**config.mk**
```make
export PLATFORM = sky130hd
export DESIGN_NAME = qbio_port_bank
export DESIGN_NICKNAME = d
export VERILOG_FILES = /design/src/rtl/qbio_pkg.sv /design/src/rtl/qbio_latch_bank.sv /design/src/rtl/qbio_port_view.sv /design/src/rtl/qbio_rmw_fsm.sv /design/src/rtl/qbio_wake_gen.sv /design/src/rtl/qbio_port_bank.sv
export SDC_FILE = /design/constraint.sdc
export NUM_CORES = 1
export LEC_CHECK = 0
export ABC_AREA = 1
export BUFFER_PORTS_ARGS = -buffer_cell sky130_fd_sc_hd__clkbuf_2
export CAP_MARGIN = 20
export CORE_MARGIN = 1.5
export CORE_UTILIZATION = 53
export DETAILED_ROUTE_END_ITERATION = 6
export PLACE_DENSITY = 0.8
export SLEW_MARGIN = 10
export SYNTH_ARGS = -nofsm -noshare
export SYNTH_HDL_FRONTEND = slang
export SYNTH_SLANG_ARGS = --single-unit
export TNS_END_PERCENT = 20
```
**constraint.sdc**
```tcl
create_clock -name clk -period 2.1 [get_ports clk]
set_clock_uncertainty 0.05 [all_clocks]
set_input_delay 0.63 -clock clk [delete_from_list [all_inputs] [get_ports clk]]
set_output_delay 0.63 -clock clk [all_outputs]
set_load 0.05 [all_outputs]
```
**src/rtl/qbio_pkg.sv**
```systemverilog
package qbio_pkg;

    typedef enum logic [1:0] {
        OP_WRITE = 2'd0,
        OP_SET   = 2'd1,
        OP_CLR   = 2'd2,
        OP_FLIP  = 2'd3
    } qbio_op_e;

    typedef enum logic [1:0] {
        SEL_NONE = 2'd0,
        SEL_A    = 2'd1,
        SEL_B    = 2'd2,
        SEL_C    = 2'd3
    } qbio_sel_e;

    typedef enum logic [1:0] {
        ST_IDLE  = 2'd0,
        ST_FETCH = 2'd1,
        ST_APPLY = 2'd2
    } qbio_state_e;

endpackage

```
**src/rtl/qbio_latch_bank.sv**
```systemverilog
module qbio_latch_bank
    import qbio_pkg::*;
#(
    parameter int DW    = 8,
    parameter int PB_IO = 2
) (
    input  logic             clk,
    input  logic             rst,
    input  logic             we,
    input  qbio_sel_e        sel,
    input  logic [DW-1:0]    data,
    output logic [DW-1:0]    pa_q,
    output logic [PB_IO-1:0] pb_q,
    output logic             pc_q
);

    always_ff @(posedge clk) begin
        if (rst) begin
            pa_q <= '1;
            pb_q <= '1;
            pc_q <= 1'b1;
        end else if (we) begin
            case (sel)
                SEL_A:   pa_q <= data;
                SEL_B:   pb_q <= data[PB_IO-1:0];
                SEL_C:   pc_q <= data[0];
                default: ;
            endcase
        end
    end


    reset_ones_chk: assert property (@(posedge clk)
        rst |=> (pa_q == '1) && (pb_q == '1) && pc_q);


    pa_load_chk: assert property (@(posedge clk) disable iff (rst)
        (we && sel == SEL_A) |=> pa_q == $past(data));


    hold_chk: assert property (@(posedge clk) disable iff (rst)
        (!we || sel == SEL_NONE) |=> $stable(pa_q) && $stable(pb_q) && $stable(pc_q));

endmodule

```
**src/rtl/qbio_port_view.sv**
```systemverilog
module qbio_port_view
    import qbio_pkg::*;
#(
    parameter int DW    = 8,
    parameter int PB_IO = 2
) (
    input  logic             clk,
    input  logic             rst,
    input  logic             rd_en,
    input  qbio_sel_e        sel,
    input  logic [DW-1:0]    pa_pad,
    input  logic [DW-1:0]    pb_pad,
    input  logic [DW-1:0]    pa_q,
    input  logic [PB_IO-1:0] pb_q,
    input  logic             pc_q,
    output logic [DW-1:0]    pa_view,
    output logic [DW-1:0]    pb_view,
    output logic [DW-1:0]    pc_view,
    output logic [DW-1:0]    rdata
);

    always_comb begin
        pa_view = pa_pad & pa_q;
        pb_view = {pb_pad[DW-1:PB_IO], pb_pad[PB_IO-1:0] & pb_q};
        pc_view = {{(DW-1){1'b0}}, pc_q};
    end

    always_ff @(posedge clk) begin
        if (rst) begin
            rdata <= '0;
        end else if (rd_en) begin
            case (sel)
                SEL_A:   rdata <= pa_view;
                SEL_B:   rdata <= pb_view;
                SEL_C:   rdata <= pc_view;
                default: rdata <= '0;
            endcase
        end
    end


    unmapped_zero_chk: assert property (@(posedge clk) disable iff (rst)
        (rd_en && sel == SEL_NONE) |=> rdata == '0);


    pa_no_false_high_chk: assert property (@(posedge clk) disable iff (rst)
        (rd_en && sel == SEL_A) |=> (rdata & ~$past(pa_q)) == '0);


    pc_upper_zero_chk: assert property (@(posedge clk) disable iff (rst)
        (rd_en && sel == SEL_C) |=> rdata[DW-1:1] == '0);

endmodule

```
**src/rtl/qbio_rmw_fsm.sv**
```systemverilog
module qbio_rmw_fsm
    import qbio_pkg::*;
#(
    parameter int DW = 8
) (
    input  logic          clk,
    input  logic          rst,
    input  logic          wr_en,
    input  qbio_op_e      op,
    input  qbio_sel_e     sel,
    input  logic [DW-1:0] wdata,
    input  logic [DW-1:0] pa_view,
    input  logic [DW-1:0] pb_view,
    input  logic [DW-1:0] pc_view,
    output logic          lat_we,
    output qbio_sel_e     lat_sel,
    output logic [DW-1:0] lat_data,
    output logic          busy
);

    localparam int IW = $clog2(DW);

    qbio_state_e   state, state_nx;
    qbio_sel_e     tgt_sel;
    qbio_op_e      tgt_op;
    logic [IW-1:0] tgt_idx;
    logic [DW-1:0] snap;
    logic [DW-1:0] bit_mask;
    logic [DW-1:0] modified;
    logic          accept_bitop;

    assign accept_bitop = wr_en && (sel != SEL_NONE) && (op != OP_WRITE);

    always_ff @(posedge clk) begin
        if (rst) state <= ST_IDLE;
        else     state <= state_nx;
    end

    always_comb begin
        state_nx = state;
        unique case (state)
            ST_IDLE:  if (accept_bitop) state_nx = ST_FETCH;
            ST_FETCH: state_nx = ST_APPLY;
            ST_APPLY: state_nx = ST_IDLE;
            default:  state_nx = ST_IDLE;
        endcase
    end

    always_ff @(posedge clk) begin
        if (rst) begin
            tgt_sel <= SEL_NONE;
            tgt_op  <= OP_WRITE;
            tgt_idx <= '0;
            snap    <= '0;
        end else begin
            if (state == ST_IDLE && accept_bitop) begin
                tgt_sel <= sel;
                tgt_op  <= op;
                tgt_idx <= wdata[IW-1:0];
            end
            if (state == ST_FETCH) begin
                case (tgt_sel)
                    SEL_A:   snap <= pa_view;
                    SEL_B:   snap <= pb_view;
                    SEL_C:   snap <= pc_view;
                    default: snap <= '0;
                endcase
            end
        end
    end

    always_comb begin
        bit_mask = {{(DW-1){1'b0}}, 1'b1} << tgt_idx;
        case (tgt_op)
            OP_SET:  modified = snap | bit_mask;
            OP_CLR:  modified = snap & ~bit_mask;
            OP_FLIP: modified = snap ^ bit_mask;
            default: modified = snap;
        endcase
    end

    always_comb begin
        lat_we   = 1'b0;
        lat_sel  = SEL_NONE;
        lat_data = '0;
        busy     = 1'b1;
        unique case (state)
            ST_IDLE: begin
                busy = 1'b0;
                if (wr_en && op == OP_WRITE && sel != SEL_NONE) begin
                    lat_we   = 1'b1;
                    lat_sel  = sel;
                    lat_data = wdata;
                end
            end
            ST_FETCH: ;
            ST_APPLY: begin
                lat_we   = 1'b1;
                lat_sel  = tgt_sel;
                lat_data = modified;
            end
            default: ;
        endcase
    end


    fetch_to_apply_chk: assert property (@(posedge clk) disable iff (rst)
        state == ST_FETCH |=> state == ST_APPLY);


    apply_to_idle_chk: assert property (@(posedge clk) disable iff (rst)
        state == ST_APPLY |=> state == ST_IDLE);


    no_write_in_fetch_chk: assert property (@(posedge clk) disable iff (rst)
        state == ST_FETCH |-> !lat_we);


    busy_no_accept_chk: assert property (@(posedge clk) disable iff (rst)
        (busy && wr_en) |=> state != ST_FETCH);

endmodule

```
**src/rtl/qbio_wake_gen.sv**
```systemverilog
module qbio_wake_gen #(
    parameter int            DW        = 8,
    parameter logic [DW-1:0] WAKE_MASK = 8'h84
) (
    input  logic          clk,
    input  logic          rst,
    input  logic          halt,
    input  logic [DW-1:0] pb_view,
    output logic          wake_req
);

    logic any_low;
    assign any_low = |(WAKE_MASK & ~pb_view);

    always_ff @(posedge clk) begin
        if (rst) wake_req <= 1'b0;
        else     wake_req <= halt && any_low;
    end


    wake_drop_chk: assert property (@(posedge clk) disable iff (rst)
        !halt |=> !wake_req);


    wake_raise_chk: assert property (@(posedge clk) disable iff (rst)
        (halt && ((pb_view & WAKE_MASK) != WAKE_MASK)) |=> wake_req);

endmodule

```
**src/rtl/qbio_port_bank.sv**
```systemverilog
module qbio_port_bank
    import qbio_pkg::*;
#(
    parameter int            AW        = 8,
    parameter int            DW        = 8,
    parameter int            PB_IO     = 2,
    parameter logic [AW-1:0] PA_ADDR   = 8'h12,
    parameter logic [AW-1:0] PB_ADDR   = 8'h14,
    parameter logic [AW-1:0] PC_ADDR   = 8'h16,
    parameter logic [DW-1:0] WAKE_MASK = 8'h84
) (
    input  logic             clk,
    input  logic             rst,
    input  logic [AW-1:0]    addr,
    input  logic [DW-1:0]    wdata,
    input  logic [1:0]       op,
    input  logic             wr_en,
    input  logic             rd_en,
    output logic [DW-1:0]    rdata,
    output logic             busy,
    input  logic [DW-1:0]    pa_pad,
    output logic [DW-1:0]    pa_pull_dn,
    input  logic [DW-1:0]    pb_pad,
    output logic [PB_IO-1:0] pb_pull_dn,
    output logic             pc_out,
    input  logic             halt,
    output logic             wake_req
);

    qbio_sel_e       sel;
    qbio_sel_e       lat_sel;
    logic            lat_we;
    logic [DW-1:0]   lat_data;
    logic [DW-1:0]   pa_q;
    logic [PB_IO-1:0] pb_q;
    logic            pc_q;
    logic [DW-1:0]   pa_view, pb_view, pc_view;

    always_comb begin
        sel = SEL_NONE;
        if      (addr == PA_ADDR) sel = SEL_A;
        else if (addr == PB_ADDR) sel = SEL_B;
        else if (addr == PC_ADDR) sel = SEL_C;
    end

    qbio_rmw_fsm #(.DW(DW)) u_fsm (
        .clk      (clk),
        .rst      (rst),
        .wr_en    (wr_en),
        .op       (qbio_op_e'(op)),
        .sel      (sel),
        .wdata    (wdata),
        .pa_view  (pa_view),
        .pb_view  (pb_view),
        .pc_view  (pc_view),
        .lat_we   (lat_we),
        .lat_sel  (lat_sel),
        .lat_data (lat_data),
        .busy     (busy)
    );

    qbio_latch_bank #(.DW(DW), .PB_IO(PB_IO)) u_latch (
        .clk  (clk),
        .rst  (rst),
        .we   (lat_we),
        .sel  (lat_sel),
        .data (lat_data),
        .pa_q (pa_q),
        .pb_q (pb_q),
        .pc_q (pc_q)
    );

    qbio_port_view #(.DW(DW), .PB_IO(PB_IO)) u_view (
        .clk     (clk),
        .rst     (rst),
        .rd_en   (rd_en),
        .sel     (sel),
        .pa_pad  (pa_pad),
        .pb_pad  (pb_pad),
        .pa_q    (pa_q),
        .pb_q    (pb_q),
        .pc_q    (pc_q),
        .pa_view (pa_view),
        .pb_view (pb_view),
        .pc_view (pc_view),
        .rdata   (rdata)
    );

    qbio_wake_gen #(.DW(DW), .WAKE_MASK(WAKE_MASK)) u_wake (
        .clk      (clk),
        .rst      (rst),
        .halt     (halt),
        .pb_view  (pb_view),
        .wake_req (wake_req)
    );

    assign pa_pull_dn = ~pa_q;
    assign pb_pull_dn = ~pb_q;
    assign pc_out     = pc_q;

endmodule

```
==> impl_metrics.toml, run 1 <==
[placed_design]
hpwl_mm = 4.85
place_ws_ps = 238
portBuffers = 59
routabilityCongestion = 0.956

[worst_setup_path]
crit_type = "reg -> out"
crit_required_ps = 1420
arrival_ps = 1060
crit_fanout = 3
startpoint_type = "flip-flop"
end_kind = "primary output"
r2r_slack_ps = 440

[floorplanning]
die_w_um = 70.2
num_rows = 24
die_h_um = 70.2
core_area_um2 = 4350
start_util_pct = 55.0
io_pins = 60
die_area_um2 = 4930

[hold_path]
hp-class = "reg -> reg"

[yosys]
synth_largest_area_cell = "dfxtp_1"
yosysSeqAreaShare_pct = 30.9
syn_nets = 428
synthMuxAreaShare_pct = 0
synthXorXnorAreaFrac_pct = 0
synth_area_leaders = "dfxtp_1 31%, nand2_1 18%, a21oi_1 8.6%"
synth_simple_gate_area_share_pct = 37.3
synth_compound_area_share_pct = 14.6
synth_warnings = 0
synthAdderAreaFrac_pct = 8.36
synth.top_cell.area_share_pct = 30.9
ys_ff_latch = 37
synth_cells = 373
synth.distinct_cells = 26
syn_area_per_cell_um2 = 6.42
synth_top_family_by_area = "simple AND/OR/NAND/NOR gates"
netlist_area_um2 = 2390

[pwr]
p_per_area_nw_per_um2 = 509
swShare_pct = 24.2
clockPowerShare_pct = 43.3
combPwrFrac_pct = 8.4
peakVddDrop_uv = 405
switchingPower_mw = 0.353
p_seq_share_pct = 48.4
power.internal_mw = 1.11
leakage_nw = 1.51

[route]
final_antenna_net_count = 0
viasPerCell = 5.27
drc = 0
wl_mm = 6.17
drt_first_pass_iters = 4
vias = 2584
post_drt_wl_per_cell_um = 12.6
drt_iter0_drc = 183

[clocking]
insertion_delay_ps = 290
cts_hold_buffers = 0
cts.sinks = 37
cts_setup_buffers = 0
tritoncts = "built"
clkTransAtPathRegs_ps = 80
cts_resized = 0
cts_buffer_depth = 2
cts-buffers-inserted = 5
cts-htree-levels = 2
root_buffer = "clkbuf_8"

[global_route]
overflow = 0
grt_pass1_wl_mm = 10.7
track_usage_pct = 26.7
grt_max_degree = 24
grt_pass1_vias = 2383
antenna_found_initial = 0

[timing]
relSlewSlack_pct = 66.3
hold_viol = 0
drv_slew = 0
clock.fmax_mhz = 574
fin_setup_tns_ps = 0
grt_setup_unrepaired = "no"
fin_ws_ps = 358
setup_violations = 0
period_minus_slack_ps = 1740
tightest_slew_ps = 503
fin_crit_sh_pct = 83.0

[layout]
num_antenna_cells = 0
nets = 492
layout-drive-gt1-share_pct = 21.5
syn_to_final_growth_pct = 19.8

[run_status]
outcome = "finished, final reports clean"

[run]
maxCapViolCount = 0
cell usage in the layout (no fill, tap or decap), types with 4 or more instances in the layout:
| cell type | synthesis | routed |
|---|---|---|
| clkbuf_2 | 0 | 59 |
| inv_1 | 42 | 42 |
| buf_4 | 1 | 6 |
| nor2_1 | 26 | 26 |
| a21oi_1 | 41 | 41 |
| dfxtp_1 | 37 | 37 |
| o21ai_1 | 4 | 4 |
| clkbuf_8 | 0 | 5 |
| nand2_2 | 6 | 6 |
| nor2_2 | 8 | 8 |
| nand3b_1 | 6 | 6 |
| ha_1 | 16 | 16 |
| nand3_1 | 32 | 32 |
| nand2_1 | 114 | 114 |
| o21ai_0 | 19 | 19 |
worst paths after layout:
check / depth (start not counted) / endpoint / start
setup / recovery: 3 / busy / u_fsm.state[1]
hold / removal: 2 / u_view.rdata[0] / u_view.rdata[0]
setup reg to reg: 9 / u_latch.pb_q[0] / u_fsm.tgt_idx[0]
hold reg to reg: 2 / u_view.rdata[0] / u_view.rdata[0]
Yosys cell counts:
cell type,count
nand2_1,114
inv_1,42
a21oi_1,41
dfxtp_1,37
nand3_1,32
nor2_1,26
o21ai_0,19
ha_1,16
nor2_2,8
nand2_2,6
nand3b_1,6
clkbuf_1,4
o21ai_1,4
nor2_4,3
buf_2,2
clkinv_1,2
nand4_1,2
a21oi_4,1
a31oi_1,1
and2_1,1
buf_4,1
buf_6,1
inv_2,1
nand2_4,1
nor3_2,1
o22ai_1,1
cell families (layout without fill, tap and decap cells):
| family | Yosys count | in the layout |
|---|---|---|
| flops | 37 | 37 |
| fa+ha+maj | 16 | 16 |
| compound gates | 67 | 67 |
| buf+inv | 53 | 118 |
| simple gates | 200 | 200 |
power by group through the flow:
stage | combinational, mW | clock [mW] | sequential [mW]
4_1_cts | 0.121 | 0.641 | 0.706
5_1_grt | 0.134 | 0.673 | 0.706
3_5_place_dp | 0.120 | 0 | 0.722
3_3_place_gp | 0.119 | 0 | 0.722
6_report | 0.122 | 0.632 | 0.706
2_1_floorplan | 0.0544 | 0 | 0.726
per-stage QoR:
stage	area, um2	power, mW	std cells	utilization (%)	hold WS (ps)
3_3_place_gp	2760	0.841	482	63.3	404
2_1_floorplan	2390	0.780	373	-	400
5_1_grt	2870	1.51	490	65.9	444
6_report	2870	1.46	490	65.9	417
4_1_cts	2870	1.47	490	65.9	423
3_5_place_dp	2760	0.843	482	63.3	411
cell type report:
cell class                 instances  area (um2)
fill                             397        1490
sequential                        37         741
multi-input combinational        283        1440
inverter                          45         169
clock inverter                     3        43.8
tap                               52        65.1
timing repair buffer              65         340
clock buffer                       5        68.8
worst max-delay path, cell delays in order, from the launching register on:
cell and delay (ps):
dfxtp_1 390, nor2_2 70, inv_1 50, clkbuf_2 260
per-layer routing:
layer  wire [um]  GRT usage, %
met5           0             0
met4          95          8.12
met1        2850          36.3
met3         323          4.47
met2        2900          43.3
registers in the layout, indices dropped and copies added, names as in the netlist:
signal / count
u_fsm.tgt_sel: 2
u_latch.pa_q: 8
u_fsm.tgt_idx: 3
u_fsm.state: 2
u_wake.wake_req: 1
u_latch.pc_q: 1
u_fsm.tgt_op: 2
u_view.rdata: 8
u_fsm.snap: 8
u_latch.pb_q: 2
Power figures use the tool's default switching activity.
==> run 2, diff against run 1 <==
--- a/config.mk
+++ b/config.mk
@@ -9,9 +9,9 @@
 export BUFFER_PORTS_ARGS = -buffer_cell sky130_fd_sc_hd__clkbuf_2
 export CAP_MARGIN = 20
 export CORE_MARGIN = 1.5
-export CORE_UTILIZATION = 53
+export CORE_UTILIZATION = 48
 export DETAILED_ROUTE_END_ITERATION = 6
-export PLACE_DENSITY = 0.8
+export PLACE_DENSITY = 0.76
 export SLEW_MARGIN = 10
 export SYNTH_ARGS = -nofsm -noshare
 export SYNTH_HDL_FRONTEND = slang
==> constraint.sdc (replaced) <==
create_clock -name clk -period 1.4 [get_ports clk]
set_clock_uncertainty 0.05 [all_clocks]
set_input_delay 0.42 -clock clk [delete_from_list [all_inputs] [get_ports clk]]
set_output_delay 0.42 -clock clk [all_outputs]
set_load 0.05 [all_outputs]
==> run 2 against run 1 <==
The flow now finishes with violations (setup timing). Clock-buffer cell count grew 2. Total power rose by 39%. Critical path type is now reg -> reg. Via count is 7.8% higher.
==> impl_metrics.toml, run 2 (synthesized netlist as in run 1, its figures left out) <==
[run_status]
outcome = "finished with violations"
violations = "setup timing"

[timing]
grt_setup_unrepaired = "yes"
relSlewSlack_pct = 76.8
clock.fmax_mhz = 695
fin_ws_ps = -38.6
setup_violations = 8
fin_crit_sh_pct = 103
hold_viol = 0
drv_slew = 0
tightest_slew_ps = 347
hold_ws_ps = 285
period_minus_slack_ps = 1440

[worst_setup_path]
r2r_end = "u_latch.pa_q[0]"
endpoint = "u_latch.pa_q[0]"
end_kind = "flip-flop"
startpoint_type = "flip-flop"
r2r_slack_ps = -40
crit_required_ps = 1510
crit_start = "u_fsm.tgt_idx[0]"
crit_fanout = 6
timing.rr.start = "u_fsm.tgt_idx[0]"
crit_type = "reg -> reg"
rr_worst_depth = 9
arrival_ps = 1550

[route]
viasPerCell = 5.28
met2_length_mm = 3.62
wl_met3_um = 421
vias = 2786
wl_mm = 7.16
drt_iter0_drc = 188
maxUsedRoutingLayer = "met4"
final_antenna_net_count = 0
drt_first_pass_iters = 5
post_drt_wl_per_cell_um = 13.6
met1Wirelength_mm = 2.98
drc = 0

[placed_design]
place_ws_ps = -245
portBuffers = 59
hpwl_mm = 5.13
routabilityCongestion = 0.911

[clocking]
clkTransAtPathRegs_ps = 70
cts-htree-levels = 2
cts-buffers-inserted = 5
root_buffer = "clkbuf_8"
insertion_delay_ps = 280
cts_buffer_depth = 2
tritoncts = "built"
cts.sinks = 37
cts_hold_buffers = 0

[global_route]
grt_max_degree = 19
track_usage_pct = 26.8
grt_pass1_vias = 2576
antenna_found_initial = 0
overflow = 0
grt_pass1_wl_mm = 11.3

[floorplanning]
die_h_um = 73.6
core_area_um2 = 4750
die_w_um = 73.6
start_util_pct = 50.4
num_rows = 25
io_pins = 60
die_area_um2 = 5420

[layout]
seq_area_um2 = 763
nets = 516
syn_to_final_growth_pct = 39.4
layout_commonest_cell = "nand2_1"
final_cell_mix = "111 x nand2_1, 41 x clkbuf_2, 40 x a21oi_1"
multiInputGateArea_um2 = 1640
final_util_pct = 70.2
num_antenna_cells = 0
top_regs = "u_fsm.snap x8, u_latch.pa_q x8, u_view.rdata x8"
layout-drive-gt1-share_pct = 34.1
nFillCells = 404

[pwr]
p_seq_share_pct = 52.0
switchingPower_mw = 0.489
swShare_pct = 24.1
combPwrFrac_pct = 10.8
leakage_nw = 1.66
power.internal_mw = 1.54
p_per_area_nw_per_um2 = 607
clockPowerShare_pct = 37.2
peakVddDrop_uv = 425

[hold_path]
hold_depth = 3
hp-class = "in -> reg"

[run]
maxCapViolCount = 0
-- run 2: worst max-delay path, cell delays in order (launching register included) --
cell     delay (ps)
dfxtp_4         390
inv_6           100
nand3_4          90
ha_4            210
nand2_1          60
nand2_1          50
o21ai_1         110
nand2_1         100
nand2_1          80
nand3_1          80
-- run 2: power groups by stage --
stage	Clock (mW)	Combinational [mW]	Sequential [mW]
floorplan	0	0.0816	1.09
global placement	0	0.204	1.08
detailed placement	0	0.207	1.08
CTS	0.764	0.211	1.05
global route	0.810	0.236	1.05
finish	0.753	0.219	1.05
-- run 2: stage by stage --
| stage | setup TNS [ps] | total power, mW | cells | cell area, um2 |
|---|---|---|---|---|
| after global routing | -1100 | 2.10 | 528 | 3340 |
| after detailed placement | -4610 | 1.29 | 521 | 2970 |
| after floorplan | 0 | 1.17 | 373 | 2400 |
| after global placement | -3810 | 1.29 | 521 | 2970 |
| after CTS | -176 | 2.03 | 528 | 3220 |
| final | -191 | 2.03 | 528 | 3340 |
-- run 2: worst min-delay path by stage --
stage / from / endpoint
2_1_floorplan: u_fsm.tgt_sel[1] / u_fsm.tgt_sel[1]
6_report: halt / u_wake.wake_req
3_3_place_gp: u_view.rdata[0] / u_view.rdata[0]
3_5_place_dp: u_view.rdata[7] / u_view.rdata[7]
5_1_grt: halt / u_wake.wake_req
4_1_cts: halt / u_wake.wake_req
-- run 2: cell type report --
cell class,instances,share of cell area (%)
Tap cell,67,2.51
Multi-Input combinational cell,283,49.2
Inverter,45,5.58
Timing Repair Buffer,89,17.3
Sequential cell,37,22.9
Clock buffer,7,2.59
-- run 2: timing repair --
item                       4_1_cts  5_1_grt
setup endpoints to repair       21       35
pin swaps                       12       14
resized for setup               44       42
setup buffers                    0        0
-- run 2: metal layers --
layer | GRT usage (%) | vias up
met4 | 8.64 | 0
met1 | 31.6 | 1276
met5 | 0 | -
met2 | 48.6 | 113
met3 | 4.94 | 16
li1 | - | 1381
